`config.mk`:
```
export PLATFORM = sky130hd
export DESIGN_NAME = stereo_serial_tx
export DESIGN_NICKNAME = d
export VERILOG_FILES = /design/src/rtl/sts_pkg.sv /design/src/rtl/sts_fifo.sv /design/src/rtl/sts_sequencer.sv /design/src/rtl/sts_pinmux.sv /design/src/rtl/stereo_serial_tx.sv
export SDC_FILE = /design/constraint.sdc
export NUM_CORES = 1
export LEC_CHECK = 0
export ABC_AREA = 1
export BUFFER_PORTS_ARGS = -buffer_cell sky130_fd_sc_hd__buf_2
export CAP_MARGIN = 10
export CORE_MARGIN = 1.5
export CORE_UTILIZATION = 47
export DETAILED_ROUTE_END_ITERATION = 12
export PLACE_DENSITY = 0.63
export SYNTH_ARGS = -nofsm -noshare
export SYNTH_HDL_FRONTEND = slang
export SYNTH_HIERARCHICAL = 1
export SYNTH_SLANG_ARGS = --single-unit
export TNS_END_PERCENT = 20
```
`constraint.sdc`:
```
create_clock -name clk -period 4.45 [get_ports clk]
set_clock_uncertainty 0.2 [all_clocks]
set_input_delay 0.445 -clock clk [delete_from_list [all_inputs] [get_ports clk]]
set_output_delay 0.445 -clock clk [all_outputs]
set_load 0.02 [all_outputs]
```
`src/rtl/sts_pkg.sv`:
```
package sts_pkg;

  // One sample of the three serial lines before pin assignment.
  typedef struct packed {
    logic clk_lvl;
    logic sel_lvl;
    logic dat;
  } pin_set_t;

endpackage

```
`src/rtl/sts_fifo.sv`:
```
module sts_fifo #(
  parameter int unsigned WIDTH = 32,
  parameter int unsigned DEPTH = 4
) (
  input  logic             clk,
  input  logic             rst,
  input  logic [WIDTH-1:0] wr_data,
  input  logic             wr_valid,
  output logic             wr_ready,
  input  logic             rd_take,
  output logic             rd_avail,
  output logic [WIDTH-1:0] rd_data
);
  localparam int unsigned PTR_W = (DEPTH > 1) ? $clog2(DEPTH) : 1;
  localparam int unsigned CNT_W = $clog2(DEPTH + 1);

  logic [WIDTH-1:0] mem [DEPTH];
  logic [PTR_W-1:0] wp, rp;
  logic [CNT_W-1:0] cnt;
  logic             push;

  assign wr_ready = (cnt != CNT_W'(DEPTH));
  assign rd_avail = (cnt != '0);
  assign push     = wr_valid && wr_ready;
  assign rd_data  = mem[rp];

  always_ff @(posedge clk) begin
    if (push) mem[wp] <= wr_data;
  end

  always_ff @(posedge clk) begin
    if (rst) begin
      wp  <= '0;
      rp  <= '0;
      cnt <= '0;
    end else begin
      if (push) wp <= (wp == PTR_W'(DEPTH - 1)) ? '0 : wp + PTR_W'(1);
      if (rd_take && rd_avail) rp <= (rp == PTR_W'(DEPTH - 1)) ? '0 : rp + PTR_W'(1);
      case ({push, rd_take && rd_avail})
        2'b10:   cnt <= cnt + CNT_W'(1);
        2'b01:   cnt <= cnt - CNT_W'(1);
        default: cnt <= cnt;
      endcase
    end
  end


  fifo_bound_chk: assert property (@(posedge clk) disable iff (rst)
    cnt <= CNT_W'(DEPTH));

endmodule

```
`src/rtl/sts_sequencer.sv`:
```
module sts_sequencer
  import sts_pkg::*;
#(
  parameter int unsigned SMP_W    = 16,
  parameter int unsigned HALF_CYC = 3
) (
  input  logic                 clk,
  input  logic                 rst,
  input  logic                 en,
  input  logic                 cfg_ljust,
  input  logic                 word_avail,
  input  logic [2*SMP_W-1:0]   word_in,
  output logic                 word_take,
  output pin_set_t             lines
);
  localparam int unsigned FRAME_BITS = 2 * SMP_W;
  localparam int unsigned BIT_W      = $clog2(FRAME_BITS);
  localparam int unsigned PH_CNT     = 2 * HALF_CYC;
  localparam int unsigned PH_W       = $clog2(PH_CNT);
  localparam logic [BIT_W-1:0] BIT_LAST = BIT_W'(FRAME_BITS - 1);
  localparam logic [PH_W-1:0]  PH_LAST  = PH_W'(PH_CNT - 1);

  logic [BIT_W-1:0]      bit_idx;
  logic [PH_W-1:0]       phase;
  logic [FRAME_BITS-1:0] cur;
  logic                  lj_q;
  logic                  at_end;
  logic                  ws_std, ws_lj;

  // Idle is the frozen last cycle of a frame: clock high, no advance.
  assign at_end    = (bit_idx == BIT_LAST) && (phase == PH_LAST);
  assign word_take = at_end && en && word_avail;

  always_ff @(posedge clk) begin
    if (rst) begin
      bit_idx <= BIT_LAST;
      phase   <= PH_LAST;
      cur     <= '0;
      lj_q    <= 1'b0;
    end else if (at_end) begin
      if (en) begin
        bit_idx <= '0;
        phase   <= '0;
        lj_q    <= cfg_ljust;
        if (word_avail) cur <= word_in;
      end
    end else if (phase == PH_LAST) begin
      phase   <= '0;
      bit_idx <= bit_idx + BIT_W'(1);
    end else begin
      phase <= phase + PH_W'(1);
    end
  end

  assign ws_std = (bit_idx < BIT_W'(SMP_W - 1)) || (bit_idx == BIT_LAST);
  assign ws_lj  = (bit_idx < BIT_W'(SMP_W));

  always_comb begin
    lines.clk_lvl = (phase >= PH_W'(HALF_CYC));
    lines.sel_lvl = lj_q ? ws_lj : ws_std;
    lines.dat     = cur[BIT_LAST - bit_idx];
  end


  bit_hold_chk: assert property (@(posedge clk) disable iff (rst)
    (phase != PH_LAST) |=> (bit_idx == $past(bit_idx)));

  bit_step_chk: assert property (@(posedge clk) disable iff (rst)
    (phase == PH_LAST && bit_idx != BIT_LAST) |=> (bit_idx == $past(bit_idx) + BIT_W'(1)));

endmodule

```
`src/rtl/sts_pinmux.sv`:
```
module sts_pinmux
  import sts_pkg::*;
(
  input  logic     clk,
  input  logic     rst,
  input  logic     swap,
  input  pin_set_t lines,
  output logic     pin_a,
  output logic     pin_b,
  output logic     pin_d
);
  always_ff @(posedge clk) begin
    if (rst) begin
      pin_a <= 1'b1;
      pin_b <= 1'b1;
      pin_d <= 1'b0;
    end else begin
      pin_a <= swap ? lines.sel_lvl : lines.clk_lvl;
      pin_b <= swap ? lines.clk_lvl : lines.sel_lvl;
      pin_d <= lines.dat;
    end
  end


  data_hold_chk: assert property (@(posedge clk) disable iff (rst)
    (lines.clk_lvl && $past(lines.clk_lvl)) |-> $stable(lines.dat));

  sel_move_chk: assert property (@(posedge clk) disable iff (rst)
    !$stable(lines.sel_lvl) |-> !lines.clk_lvl);

endmodule

```
`src/rtl/stereo_serial_tx.sv`:
```
module stereo_serial_tx
  import sts_pkg::*;
#(
  parameter int unsigned SMP_W      = 16,
  parameter int unsigned HALF_CYC   = 3,
  parameter int unsigned FIFO_DEPTH = 4
) (
  input  logic               clk,
  input  logic               rst,
  input  logic               en,
  input  logic               cfg_ljust,
  input  logic               cfg_swap,
  input  logic [2*SMP_W-1:0] in_data,
  input  logic               in_valid,
  output logic               in_ready,
  output logic               pin_a,
  output logic               pin_b,
  output logic               sdata
);
  localparam int unsigned WORD_W    = 2 * SMP_W;
  localparam int unsigned FRAME_CYC = 2 * HALF_CYC * WORD_W;
  localparam int unsigned GAP_W     = $clog2(FRAME_CYC + 1);

  logic              avail, take;
  logic [WORD_W-1:0] head;
  pin_set_t          lines;

  sts_fifo #(.WIDTH(WORD_W), .DEPTH(FIFO_DEPTH)) u_fifo (
    .clk(clk), .rst(rst),
    .wr_data(in_data), .wr_valid(in_valid), .wr_ready(in_ready),
    .rd_take(take), .rd_avail(avail), .rd_data(head)
  );

  sts_sequencer #(.SMP_W(SMP_W), .HALF_CYC(HALF_CYC)) u_seq (
    .clk(clk), .rst(rst), .en(en), .cfg_ljust(cfg_ljust),
    .word_avail(avail), .word_in(head), .word_take(take), .lines(lines)
  );

  sts_pinmux u_pins (
    .clk(clk), .rst(rst), .swap(cfg_swap), .lines(lines),
    .pin_a(pin_a), .pin_b(pin_b), .pin_d(sdata)
  );

  // Spacing monitor for fetches.
  logic [GAP_W-1:0] gap;
  logic             seen_take;
  always_ff @(posedge clk) begin
    if (rst) begin
      gap       <= '0;
      seen_take <= 1'b0;
    end else if (take) begin
      gap       <= '0;
      seen_take <= 1'b1;
    end else if (gap < GAP_W'(FRAME_CYC)) begin
      gap <= gap + GAP_W'(1);
    end
  end


  take_spacing_chk: assert property (@(posedge clk) disable iff (rst)
    (take && seen_take) |-> (gap >= GAP_W'(FRAME_CYC - 1)));

endmodule

```
Word level (Yosys, flattened, before mapping)
Memory sizes are Yosys's and may differ from the RTL's. A register that Yosys moved wholly into a read port is not among the register bits.
Index checks and enable logic that the tools add are counted.
Cells by class
  add/sub/neg operators: 7
  magnitude comparators: 4
  eq/ne operators: 8
  muxes and demuxes: 16
  reductions and logical operators: 12
Operators by type and width (count)
  $mux W5: 3
  $mux W3: 3
  $add A3 B1 Y3 const B: 2
  $eq A2 B2 Y1 const B: 3
  $lt A5 B6 Y1 const B: 1
  $mux W1: 6
  $pmux W3 S2: 1
  $add A5 B1 Y5 const B: 1
  $bmux W1 S5: 1
  $eq A5 B5 Y1 const B: 1
  $logic_and A1 B1 Y1: 5
  $lt A5 B4 Y1 const B: 1
  $lt A5 B5 Y1 const B: 1
  $sub A5 B5 Y5 const A: 1
  $add A2 B1 Y2 const B: 2
  $mux W2: 2
  $reduce_and A2 Y1: 2
  $reduce_bool A2 Y1: 2
  $eq A3 B3 Y1 const B: 1
  $ge A3 B2 Y1 const B: 1
  $ne A3 B3 Y1 const B: 1
  $reduce_and A3 Y1: 1
  $reduce_bool A3 Y1: 1
  $sub A3 B1 Y3 const B: 1
  other kinds (3): 3
Word-level totals
  register bits after elaboration: 19
  memory bits (writable): 128
  input bits: 38
  output and inout bits: 4
  logic and storage cells: 57
  memories: 1
Memories
  u_fifo.mem: depth 4, bits a word 32, read ports 1, clocked after Yosys merged registers in 1, write ports 1, line sts_fifo.sv:17  | logic [WIDTH-1:0] mem [DEPTH];

Longest topological paths before layout
Gate-level depths: netlist of the first run.
  word-level depth: 7
  depth in mapped cells: 20
  depth with buffers taken out: 19

By module
Netlist of the first run, hierarchy kept.
Modules (own cells, without submodules)
  sts_fifo: instances 1, cells an instance 379, area an instance 5283.8 um^2, seq. area each 4023.9 um^2
  sts_sequencer: instances 1, cells an instance 274, area an instance 1944.4 um^2, seq. area each 820.8 um^2
  sts_pinmux: instances 1, cells an instance 13, area an instance 100.1 um^2, seq. area each 60.1 um^2

Worst setup path before layout of the first run
OpenSTA, ideal clock, no wires.
  path kind: flip-flop to flip-flop
  start: register u_seq.bit_idx[2]
  end: register u_fifo.cnt[2]
  setup time: 110 ps
  arrival: 2360 ps
  data required time: 4140 ps
  setup slack: 1780 ps
  cell stages (with the launch flop): 21
  buffers on the path: 2
  clock period less this slack: 2670 ps
  path through: dfxtp_1 -> clkbuf_1 -> nand3_1 -> inv_1 -> ha_1 -> inv_1 -> nor2_4 -> inv_2 -> nor2_8 -> buf_6 -> nand2_1 -> inv_1 -> ha_1 -> inv_1 -> fa_1 -> inv_1 -> nand2_1 -> nand3_1 -> nand2_1 -> inv_1 -> nor2_1
On the way
  word-level cells in the longest chain between the ends: 7
  elaborated cells between the ends (all ways): 9
  those cells by class: 3 x eq/ne; 1 x mux; 5 x reduce/logical
Ends and longest elaborated chain
  from (decl): line sts_sequencer.sv:23  | logic [BIT_W-1:0] bit_idx;
  from (signal assigned): line sts_sequencer.sv:49  | bit_idx <= bit_idx + BIT_W'(1);
  $eq A5 B5 Y1 *: line sts_sequencer.sv:31  | assign at_end = (bit_idx == BIT_LAST) && (phase == PH_LAST);
  $logic_and A1 B1 Y1 *: line sts_sequencer.sv:31
  $logic_and A1 B1 Y1 * (2 in series): line sts_sequencer.sv:32  | assign word_take = at_end && en && word_avail;
  via take: line stereo_serial_tx.sv:24  | logic avail, take;
  $logic_and A1 B1 Y1 *: line sts_fifo.sv:39  | case ({push, rd_take && rd_avail})
  $eq A2 B1 Y1 or $eq A2 B2 Y1 (tied branches): line sts_fifo.sv:39
  $pmux W3 S2 or $reduce_bool A2 Y1 (tied branches)
  to (signal assigned): line sts_fifo.sv:40  | 2'b10: cnt <= cnt + CNT_W'(1);
  to (signal assigned): line sts_fifo.sv:41  | 2'b01: cnt <= cnt - CNT_W'(1);
  to (signal assigned): line sts_fifo.sv:42  | default: cnt <= cnt;
  to (decl): line sts_fifo.sv:19  | logic [CNT_W-1:0] cnt;
Mark *: on every way through the listed nets, which the timed path passes. The rest lies on a longest branch.
A chain may end at the register's enable or synchronous reset.

Worst setup path after layout of the first run
  start: register u_seq.bit_idx[1]
  end: register u_fifo.cnt[2]
Same word-level chain as after synthesis.

==> out/metrics.yaml, run 1 <==
clocking:
  hold_buffers: 0
  cts_tree: "yes"
  htree_levels: 4
  cts_buffer_depth: 2
  numCtsBuffers: 17
  cts_resized: 0
  cts_sinks: 181
  postCtsSetupBuffers: 0
  clkSlewWorstSetupHoldPaths_ns: 0.06
  cts_root_buf: "clkbuf_16"
  clock_latency_ns: 0.42
sta:
  drv_slew: 0
  finalSetupViolCount: 0
  period_share_pct: 73.8
  tightestPinTransition_ns: 1.05
  slew_headroom_pct: 29.8
  hold_slack_ns: 0.0318
  hold_viol: 0
  period_minus_slack_ns: 3.28
  rsz0062_at_grt: "false"
  tns_ns: 0
  fmaxAchievable_mhz: 305
setup_path:
  cp_top_family: "simple AND/OR/NAND/NOR gates"
  path_class: "reg2reg"
  arrival_ns: 3.40
  start_kind: "register"
  end_kind: "register"
  cp_num_buf_inv: 7
  cp_max_fo: 36
  max_stage_delay_ns: 0.58
  worstPathRequired_ns: 4.57
  crit_slowest_cell: "dfxtp_1"
  crit_chain: "ha_1, nand3_1, inv_1, ha_1, inv_1, nor2_4, inv_2, nor2_8, nand2_1, inv_1, ha_1, inv_1, fa_1, inv_1, nand2_1, nand3_1, nand2_1, inv_1, nor2_1"
  crit_top_cell: "inv_1"
drt:
  drt_wl_total_um: 14100
  routedWlPerCell_um: 15.6
  first_pass_iters: 4
  drtIter0Drc: 343
  drtAntennaViolNets: 0
  vias_per_cell: 5.29
  drc: 0
  vias: 4770
yosys:
  syn_nets: 714
  syn_area_um2: 7330
  yosys_warnings: 6
  synth_top_area_share_pct: 52.5
  yosysSeqAreaShare_pct: 66.9
  synth_top_area_cell: "edfxtp_1"
  yosys-top-cells-area: "edfxtp_1, dfxtp_1, nor2_1, o21ai_0, nand2_1"
  syn_inst: 666
  avgSynthCellArea_um2: 11.0
  synth.distinct_cells: 34
  ys_seq_elements: 181
floorplanning:
  die_height_um: 128
  die_x_um: 128
  pin_count: 42
  die-area_um2: 16400
  coreArea_um2: 15200
  rows: 45
  start_util_pct: 48.2
final_layout:
  final_common_cell: "nor2_1"
  nNetsFinal: 748
  layout-drive-gt1-share_pct: 14.2
  layout_common_cells: "nor2_1, edfxtp_1, nand2_1"
  area_growth_pct: 10.7
  num_antenna_cells: 0
place:
  post-dp-hpwl_um: 8140
  gp_congestion: 0.804
  numPortBuffers: 41
worst_hold_path:
  hp-class: "in2reg"
pwr:
  power_mw: 4.04
  ir_drop_mv: 0.272
  p_leak_nw: 3.10
  power.density_nw_per_um2: 498
flow_run:
  cap_violations: 0
status:
  status: "finished clean"
global_routing:
  grt_pass1_vias: 4782
  grt.total_usage_pct: 18.8
  grt_pass1_wl_um: 23500
  grt_max_degree: 65
  antenna_found_initial: 0
  grt_overflow_total: 0
-- path summary, 6_finish.rpt --
path | startpoint | to | slack (ns) | depth (start not counted)
worst max-delay path | u_seq/bit_idx[1] | u_fifo/cnt[2] | 1.17 | 19
worst min-delay path | in_data[15] | u_fifo/mem[2][15] | 0.03 | 1
worst max register to register | u_seq/bit_idx[1] | u_fifo/cnt[2] | 1.17 | 19
worst min register to register | u_seq/phase[0] | u_seq/phase[0] | 0.24 | 1
-- kinds of logic after synthesis --
logic type | synth area share [%]
compound gates | 10.7
xor+xnor | 0.120
fa+ha+maj | 1.81
buf+inv | 5.63
flops | 66.9
simple gates | 14.9
-- layout make-up --
| class | instances | area, µm² |
|---|---|---|
| timing repair buffer | 48 | 258 |
| sequential | 181 | 4910 |
| inverter | 37 | 149 |
| fill | 1324 | 7090 |
| tap | 188 | 235 |
| clock buffer | 20 | 437 |
| multi-input combinational | 415 | 2020 |
| clock inverter | 12 | 106 |
-- per-stage QoR --
| step | util [%] | worst slack, ns | area [µm²] | cells |
|---|---|---|---|---|
| floorplan | - | 1.78 | 7330 | 666 |
| global placement | 49.8 | 1.29 | 7570 | 869 |
| detailed placement | 49.8 | 1.18 | 7570 | 869 |
| CTS | 53.4 | 1.16 | 8110 | 901 |
| global route | 53.4 | 0.866 | 8110 | 901 |
| finish | 53.4 | 1.17 | 8110 | 901 |
-- flip-flops by register name, indices dropped and copies added, names as in the netlist, named ones only --
| register | count |
|---|---|
| u_pins/pin_a | 1 |
| u_seq/lj_q | 1 |
| u_fifo/mem | 128 |
| u_pins/pin_d | 1 |
| u_pins/pin_b | 1 |
| u_seq/cur | 32 |
| u_seq/bit_idx | 5 |
| u_fifo/wp | 2 |
| u_seq/phase | 3 |
| u_fifo/rp | 2 |
| u_fifo/cnt | 3 |
-- metal layers --
metal | track usage [%] | vias up | routed length, µm
met4 | 8.59 | 0 | 318
met3 | 3.71 | 26 | 620
met2 | 32.4 | 100 | 6910
met1 | 23.1 | 2262 | 6210
li1 | - | 2382 | -
met5 | 0 | - | 0
-- where the power goes --
group,switching [mW],internal [mW]
clock network,0.597,0.770
registers,0.0809,1.95
logic,0.436,0.211
-- cells in the mapped netlist --
master    number
nor2_1       137
edfxtp_1     128
nand2_1       72
o21ai_0       61
dfxtp_1       53
o21ai_1       40
o22ai_1       32
inv_1         31
nand3_1       30
buf_6         15
nor2_2        10
ha_1           9
buf_2          7
a21oi_1        6
clkbuf_1       6
buf_4          5
inv_2          3
o211ai_1       3
nand3b_1       2
nand4_1        2
a31oi_1        1
clkinv_1       1
fa_1           1
inv_4          1
inv_8          1
nand2_2        1
nand2_4        1
nand3_2        1
nor2_4         1
nor2_8         1
nor3_1         1
o221ai_1       1
o31ai_1        1
xnor2_1        1
Note: power is estimated with default switching activity, not from simulation.
==> run 2: changes to the inputs <==
--- a/config.mk
+++ b/config.mk
@@ -11,7 +11,7 @@
 export CORE_MARGIN = 1.5
 export CORE_UTILIZATION = 47
 export DETAILED_ROUTE_END_ITERATION = 12
-export PLACE_DENSITY = 0.63
+export PLACE_DENSITY = 0.66
 export SYNTH_ARGS = -nofsm -noshare
 export SYNTH_HDL_FRONTEND = slang
 export SYNTH_HIERARCHICAL = 1
==> constraint.sdc (replaced) <==
create_clock -name clk -period 2.97 [get_ports clk]
set_clock_uncertainty 0.2 [all_clocks]
set_input_delay 0.297 -clock clk [delete_from_list [all_inputs] [get_ports clk]]
set_output_delay 0.297 -clock clk [all_outputs]
set_load 0.02 [all_outputs]
==> out/metrics.yaml, run 2 (same netlist as run 1, synthesis figures left out) <==
final_layout:
  nNetsFinal: 792
  final_common_cell: "nor2_1"
  largest_reg_flops: 128
  top_register: "u_fifo/mem"
  largestRegisters: "u_fifo/mem: 128 flops, u_seq/cur: 32 flops, u_seq/bit_idx: 5 flops"
  stdcell_area_um2: 8530
  stdcell_count: 944
  area_growth_pct: 16.4
  num_antenna_cells: 0
  utilization_pct: 56.1
  layout-drive-gt1-share_pct: 14.0
  layout_common_cells: "nor2_1, edfxtp_1, nand2_1"
setup_path:
  cp_max_fo: 9
  reg2regPathDepth: 9
  cp_num_cells: 9
  crit_slowest_cell: "dlygate4sd3_1"
  r2r_end: "u_seq/lj_q"
  r2r_start: "u_seq/bit_idx[2]"
  crit_chain: "nand3_1, inv_1, ha_1, inv_1, nor2_4, nand3_1, dlygate4sd3_1, a21oi_1, dlygate4sd3_1"
  cp_num_buf_inv: 4
  cp_top_family: "buffers and inverters"
  path_class: "reg2reg"
  start_kind: "register"
  cp-endpoint: "u_seq/lj_q"
  startpoint: "u_seq/bit_idx[2]"
  end_kind: "register"
  max_stage_delay_ns: 0.57
  rrSetupSlack_ns: 0.26
  arrival_ns: 2.88
  worstPathRequired_ns: 3.15
pwr:
  p_clk_share_pct: 32.9
  power_mw: 6.12
  pwr-share-seq_pct: 49.6
  switching_share_pct: 27.8
  ir_drop_mv: 0.585
  p_leak_nw: 3.28
  power.switching_mw: 1.70
  internal_power_mw: 4.42
  p_comb_share_pct: 17.5
  power.density_nw_per_um2: 718
floorplanning:
  die_x_um: 128
  coreArea_um2: 15200
  rows: 45
  die-area_um2: 16400
  pin_count: 42
  die_height_um: 128
  start_util_pct: 48.2
global_routing:
  grt_pass1_wl_um: 25200
  antenna_found_initial: 0
  grt.total_usage_pct: 20.2
  grt_pass1_vias: 5194
  grt_max_degree: 65
  grt_overflow_total: 0
sta:
  tns_ns: 0
  period_minus_slack_ns: 2.71
  fmaxAchievable_mhz: 369
  hold_viol: 0
  period_share_pct: 91.2
  finalSetupViolCount: 0
  tightestPinTransition_ns: 0.931
  rsz0062_at_grt: "false"
  drv_slew: 0
  slew_headroom_pct: 37.9
drt:
  drc: 0
  drtAntennaViolNets: 0
  first_pass_iters: 5
  drtIter0Drc: 479
  vias: 5099
  drt_wl_total_um: 15300
  routedWlPerCell_um: 16.2
  vias_per_cell: 5.40
clocking:
  cts_buffer_depth: 2
  cts_root_buf: "clkbuf_16"
  cts_tree: "yes"
  clock_latency_ns: 0.43
  numCtsBuffers: 17
  clkSlewWorstSetupHoldPaths_ns: 0.07
  postCtsSetupBuffers: 0
  cts_sinks: 181
  htree_levels: 4
worst_hold_path:
  hp-class: "in2reg"
  holdPathStages: 3
  hold_start: "in_valid"
flow_run:
  cap_violations: 0
place:
  place_area_um2: 7630
  numPortBuffers: 41
  post-dp-hpwl_um: 8920
  gp_congestion: 0.838
  dp.cells: 875
status:
  status: "finished clean"
run 2: worst min path at each step:
stage	slack (ns)	end
after floorplan	0.17	u_seq/lj_q
after global placement	0.21	u_seq/phase[0]
after detailed placement	0.22	u_seq/phase[0]
after CTS	0.006	u_fifo/wp[1]
after global routing	0.04	u_fifo/wp[1]
final	0.03	u_fifo/wp[1]
run 2: power by group through the flow:
stage	Sequential (mW)	Clock [mW]	Combinational, mW
2_1_floorplan	3.06	0	0.779
3_3_place_gp	3.07	0	0.983
3_5_place_dp	3.08	0	1.01
4_1_cts	3.03	2.05	1.06
5_1_grt	3.06	2.13	1.21
6_report	3.04	2.01	1.07
run 2: area by class of cell:
class,count,area (µm²)
Tap cell,188,235
Fill cell,1306,6670
Timing Repair Buffer,92,696
Clock buffer,20,437
Sequential cell,181,4910
Multi-Input combinational cell,415,2020
Clock inverter,11,87.6
Inverter,37,149
run 2: timing repair:
item | in CTS | in global routing
gates resized for setup | 0 | 0
endpoints found under the hold margin | 134 | 0
endpoints found under the setup margin | 0 | 0
hold buffers | 38 | 0
run 2: routing by layer:
metal / vias up / part of all wire [%] / GRT usage [%]
li1: 2470 / - / -
met1: 2470 / 43 / 24.1
met2: 127 / 51 / 35.2
met3: 32 / 3.9 / 4.09
met4: 0 / 2.5 / 9.05
met5: - / 0 / 0
run 2: metrics by stage:
step / hold slack, ns / setup slack, ns
6_report: 0.0294 / 0.263
5_1_grt: 0.0420 / 0.0276
4_1_cts: 0.00623 / 0.346
3_5_place_dp: 0.224 / 0.378
3_3_place_gp: 0.213 / 0.451
2_1_floorplan: 0.166 / 0.300
run 2: worst min-delay path, cell delays in order:
cell	delay [ns]
buf_2	0.13
a21oi_1	0.08
nor2_1	0.11
